==> src/rtl/pxcmp_pkg.sv <==
package pxcmp_pkg;

   localparam int PIX_W   = 8;
   localparam int REL_CNT = 6;

   typedef enum int {
      REL_EQ = 0,
      REL_GT = 1,
      REL_GE = 2,
      REL_LT = 3,
      REL_LE = 4,
      REL_NE = 5
   } rel_e;

   localparam logic [PIX_W-1:0] MASK_ON  = '1;
   localparam logic [PIX_W-1:0] MASK_OFF = '0;

endpackage

==> src/rtl/pxcmp_lane.sv <==
module pxcmp_lane
   import pxcmp_pkg::*;
#(
   parameter int REL = REL_NE
) (
   input  logic [PIX_W-1:0] px_a,
   input  logic [PIX_W-1:0] px_b,
   output logic [PIX_W-1:0] px_q
);

   logic hit;

   // One comparator built per lane; the mode is resolved at elaboration.
   generate
      case (REL)
         REL_EQ: begin : g_eq
            assign hit = (px_a == px_b);
         end
         REL_GT: begin : g_gt
            assign hit = (px_a > px_b);
         end
         REL_GE: begin : g_ge
            assign hit = (px_a >= px_b);
         end
         REL_LT: begin : g_lt
            assign hit = (px_a < px_b);
         end
         REL_LE: begin : g_le
            assign hit = (px_a <= px_b);
         end
         REL_NE: begin : g_ne
            assign hit = (px_a != px_b);
         end
         default: begin : g_bad
            $error("pxcmp_lane: relation code %0d is not defined", REL);
            assign hit = 1'b0;
         end
      endcase
   endgenerate

   assign px_q = hit ? MASK_ON : MASK_OFF;

endmodule

==> src/rtl/pxcmp_pos.sv <==
module pxcmp_pos #(
   parameter int LANES     = 8,
   parameter int MAX_ROWS  = 1080,
   parameter int MAX_WIDTH = 1920,
   localparam int RW       = $clog2(MAX_ROWS + 1),
   localparam int CW       = $clog2(MAX_WIDTH + 1)
) (
   input  logic          clk,
   input  logic          rst_n,
   input  logic          step,
   input  logic [RW-1:0] rows,
   input  logic [CW-1:0] width,
   output logic          at_eol,
   output logic          at_eof
);

   localparam int SH = $clog2(LANES);

   logic [CW-1:0] beats;
   logic [CW-1:0] col_q;
   logic [RW-1:0] row_q;

   assign beats  = width >> SH;
   assign at_eol = (col_q == beats - CW'(1));
   assign at_eof = at_eol && (row_q == rows - RW'(1));

   always_ff @(posedge clk) begin
      if (!rst_n) begin
         col_q <= '0;
         row_q <= '0;
      end else if (step) begin
         if (at_eol) begin
            col_q <= '0;
            row_q <= at_eof ? '0 : row_q + RW'(1);
         end else begin
            col_q <= col_q + CW'(1);
         end
      end
   end

endmodule

==> src/rtl/pxcmp_outreg.sv <==
module pxcmp_outreg #(
   parameter int W = 64
) (
   input  logic         clk,
   input  logic         rst_n,
   input  logic         load,
   input  logic [W-1:0] d_data,
   input  logic         d_eol,
   input  logic         d_eof,
   output logic         slot_free,
   output logic         q_valid,
   input  logic         q_ready,
   output logic [W-1:0] q_data,
   output logic         q_eol,
   output logic         q_eof
);

   assign slot_free = !q_valid || q_ready;

   always_ff @(posedge clk) begin
      if (!rst_n) begin
         q_valid <= 1'b0;
         q_data  <= '0;
         q_eol   <= 1'b0;
         q_eof   <= 1'b0;
      end else if (slot_free) begin
         q_valid <= load;
         if (load) begin
            q_data <= d_data;
            q_eol  <= d_eol;
            q_eof  <= d_eof;
         end
      end
   end

endmodule

==> src/rtl/pix_compare_stream.sv <==
module pix_compare_stream
   import pxcmp_pkg::*;
#(
   parameter int LANES     = 8,
   parameter int REL       = REL_NE,
   parameter int MAX_ROWS  = 1080,
   parameter int MAX_WIDTH = 1920,
   localparam int DW       = LANES * PIX_W,
   localparam int RW       = $clog2(MAX_ROWS + 1),
   localparam int CW       = $clog2(MAX_WIDTH + 1)
) (
   input  logic          clk,
   input  logic          rst_n,
   input  logic [RW-1:0] cfg_rows,
   input  logic [CW-1:0] cfg_width,
   input  logic          a_valid,
   output logic          a_ready,
   input  logic [DW-1:0] a_data,
   input  logic          b_valid,
   output logic          b_ready,
   input  logic [DW-1:0] b_data,
   output logic          m_valid,
   input  logic          m_ready,
   output logic [DW-1:0] m_data,
   output logic          m_eol,
   output logic          m_eof
);

   // Elaboration-time parameter checks
   generate
      if (LANES != 1 && LANES != 8) begin : g_bad_lanes
         $error("pix_compare_stream: LANES must be 1 or 8, got %0d", LANES);
      end
      if (REL < 0 || REL >= REL_CNT) begin : g_bad_rel
         $error("pix_compare_stream: REL %0d out of range", REL);
      end
      if (MAX_WIDTH % LANES != 0) begin : g_bad_width
         $error("pix_compare_stream: MAX_WIDTH not a multiple of LANES");
      end
      if (MAX_ROWS < 1 || MAX_WIDTH < 1) begin : g_bad_size
         $error("pix_compare_stream: frame limits must be positive");
      end
   endgenerate

   logic          slot_free;
   logic          take;
   logic [DW-1:0] mask;
   logic          pos_eol;
   logic          pos_eof;

   assign take    = a_valid && b_valid && slot_free;
   assign a_ready = b_valid && slot_free;
   assign b_ready = a_valid && slot_free;

   generate
      for (genvar i = 0; i < LANES; i++) begin : g_lane
         pxcmp_lane #(.REL(REL)) u_lane (
            .px_a (a_data[i*PIX_W +: PIX_W]),
            .px_b (b_data[i*PIX_W +: PIX_W]),
            .px_q (mask[i*PIX_W +: PIX_W])
         );
      end
   endgenerate

   pxcmp_pos #(
      .LANES     (LANES),
      .MAX_ROWS  (MAX_ROWS),
      .MAX_WIDTH (MAX_WIDTH)
   ) u_pos (
      .clk    (clk),
      .rst_n  (rst_n),
      .step   (take),
      .rows   (cfg_rows),
      .width  (cfg_width),
      .at_eol (pos_eol),
      .at_eof (pos_eof)
   );

   pxcmp_outreg #(.W(DW)) u_out (
      .clk       (clk),
      .rst_n     (rst_n),
      .load      (take),
      .d_data    (mask),
      .d_eol     (pos_eol),
      .d_eof     (pos_eof),
      .slot_free (slot_free),
      .q_valid   (m_valid),
      .q_ready   (m_ready),
      .q_data    (m_data),
      .q_eol     (m_eol),
      .q_eof     (m_eof)
   );

endmodule

==> config.mk <==
export PLATFORM = sky130hd
export DESIGN_NAME = pix_compare_stream
export DESIGN_NICKNAME = d
export VERILOG_FILES = /design/src/rtl/pxcmp_pkg.sv /design/src/rtl/pxcmp_lane.sv /design/src/rtl/pxcmp_pos.sv /design/src/rtl/pxcmp_outreg.sv /design/src/rtl/pix_compare_stream.sv
export SDC_FILE = /design/constraint.sdc
export NUM_CORES = 1
export LEC_CHECK = 0
export ABC_AREA = 1
export BUFFER_PORTS_ARGS = -buffer_cell sky130_fd_sc_hd__buf_2
export CAP_MARGIN = 20
export CORE_ASPECT_RATIO = 2
export CORE_MARGIN = 3
export CORE_UTILIZATION = 48
export CTS_CLUSTER_DIAMETER = 200
export DETAILED_ROUTE_END_ITERATION = 10
export PLACE_DENSITY = 0.8
export SYNTH_ARGS = -nofsm -noshare
export SYNTH_HDL_FRONTEND = slang
export SYNTH_HIERARCHICAL = 1
export SYNTH_SLANG_ARGS = --single-unit
==> constraint.sdc <==
create_clock -name clk -period 2.1 [get_ports clk]
set_input_delay 0.21 -clock clk [delete_from_list [all_inputs] [get_ports clk]]
set_output_delay 0.21 -clock clk [all_outputs]
set_load 0.02 [all_outputs]
==> run metrics <==
status finished, final reports clean; initial antenna violation count 0; cts hold-fix bufs 0; Clock Pin Slew Worst Setup and Hold Paths 60 ps; PwrDens slightly below 600 nW/um^2; Core ar. between 10,000 and 15,000 sq um; count leader, synth nand2_1; hold_sp rst_n; Setup TNS 0 ps; grt ovf 0; crit path launch u_out/q_valid; Starting Density 0.4900; VDD IR max around 0.38 mV; CTS tree done; R2R Path Start u_out/q_valid; top cell type's share of synthesized area 0.2706; leakage ~4.5 nW; Netlist cell types 35; Post-synth EDFFs 0; GRT Total Usage 0.1876; Post-DP HPWL ~11,000 um; Max Root-Sink Buffers 2; min Tclk post-route around 1900 ps; Setup Buffers After CTS 0; Hold Path Class input pin to flip-flop; final setup violation count 0; Worst setup EP type flip-flop; TritonCTS buffer count 9; arrival time at the worst endpoint about 2100 ps; n_diodes 0; WL final about 14,000 um; Die Y roughly 170 um; crit start category flip-flop; placed cell area 7178 sq um; Post-Syn Area 6585 sq um; Compound-Gate Fraction of Synth Area 0.07809; largest family of logic cells by synthesized area simple AND/OR/NAND/NOR gates; final-layout fill cell count approximately 1.3k; Pins Over Slew Limit 0; unrepaired setup endpoints after global routing false; Critical Path RT 2320 ps; mux share of post-synthesis cell area 0; Die W slightly below 90 um; Adder-Cell Fraction of Synth Area 0.007600; post-synthesis simple-gate area fraction 0.3546; first-pass GRT wire length approximately 24,000 um; H-Tree Depth 3; fmax 535.1 MHz; top cells by count, synth 293 x nand2_1, 177 x inv_1, 135 x nor2_1; Syn Nets approximately 1.2k; Primary FF master, synth dfxtp_1; kind of critical path flip-flop to flip-flop; fin crit share 0.8899; worst hold path stage count 3; FFs w/ async S/R, synth 0; Routed WL per cell about 10 um; I/O Pins roughly 220; FF-to-FF path depth 10; worst slew pin tran 596.1 ps; Final Util 0.5577; Max Cap Viol 0; Post-Synth XOR/XNOR Area 0.06517; initial DRC count 208; CTS resizes 0; # rows 60; CTS Root Cell clkbuf_16; Sink Count a little under 90; Routed Antenna Nets 0; Slew HR 0.6026; final hold viol count 0; Post-Syn Instances approximately 1.1k; layout cell share with drive strength beyond 1 0.2350; Yosys Warn Count 6; largest net degree at the start of global routing 135; Initial DRT Pass Iterations 6; PortBufs 220; Via Count ~6.5k; Die ar. between 15,000 and 20,000 sq um; drt drc 0; cell taking the most area after synthesis dfxtp_1; Final GP Congestion 0.8814; top cells by area, synth dfxtp_1 27%, nand2_1 17%, inv_1 10%; worst-skew pair later-pin latency ~330 ps; clk_skew about 4.6 ps; worst-path maximum fanout 100; vias in the first global route 5,721; area grow syn2layout 13.81%; flops & latches, synth 89; Seq/Total Area, Yosys 0.2706; final instance area 7495 sq um; vias per cell between 4 and 5; # nets final 1,367; syn avg cell area a little over 6 sq um
==> layer usage <==
metal,part of all wire,GRT usage
met1,0.36,0.1891
met3,0.041,0.02445
met5,0,0
met2,0.56,0.3641
met4,0.035,0.08487
==> registers in the layout, summed over array words and instances, names as in the netlist <==
signal         flops
u_out/q_eof        1
u_out/q_eol        1
u_out/q_valid      1
u_out/q_data      64
u_pos/row_q       11
u_pos/col_q       11
==> final timing paths <==
path	end	slack [ps]
worst max-delay path	u_pos/row_q[3]	230
worst min-delay path	u_out/q_eof	190
worst max register to register	u_pos/row_q[3]	230
worst min register to register	u_out/q_data[14]	480
==> cell type report <==
cell class              instances  area [sq um]  share of cell area
clock buffers                  11         252.7             0.03372
clock inverters                 5         61.31            0.008180
inverters                     182         683.2             0.09115
multi-input cells             698          3336              0.4451
flip-flops and latches         89          1782              0.2377
well taps                     155         193.9             0.02588
repair buffers                228          1186              0.1583
==> critical path: stages, from the launching register on <==
cell and delay [ps]:
dfxtp_1 340, nand2_4 90, nand2_1 100, nor2_4 170, buf_12 380, nand4_4 200, buf_4 220, nor2_1 80
nand2_1 50, nand2_1 60, nor2_1 40
==> power by group <==
part           leakage, nW  switching, mW  internal, mW  total [mW]
Sequential           0.731         0.0542          1.78        1.84
Combinational         3.64          0.541         0.389       0.930
Clock                0.157          0.654         0.995        1.65
Total                 4.53           1.25          3.17        4.42
==> metrics by stage <==
stage	hold WS, ps	power, mW	setup WS, ps	instances
2_1_floorplan	361.8	2.493	44.25	1070
3_3_place_gp	456.9	2.791	135.3	1352
3_5_place_dp	463.0	2.816	57.65	1352
4_1_cts	172.5	4.494	188.6	1368
5_1_grt	195.7	4.657	0.03109	1368
6_report	186.9	4.418	231.2	1368
==> placed cells by master, fill, tap and decap left out, drive strengths merged, types with 2 or more instances in the layout <==
master    n
inv     184
xor2      6
clkinv    2
xnor2    43
a21oi    70
nand3   107
dfxtp    89
nor3      7
nand4     4
o21ai    10
nand2   297
clkbuf   11
ha        4
nand3b    2
nor2    142
buf     228
==> cell families (layout without fill, tap and decap cells) <==
group / after synthesis / in the layout
and+or+nand+nor: 561 / 561
buffers and inverters: 283 / 426
DFF: 89 / 89
AOI/OAI and AO/OA: 84 / 84
xor gates and xnor gates: 49 / 49
adders and majority gates: 4 / 4
Power figures use the tool's default switching activity.
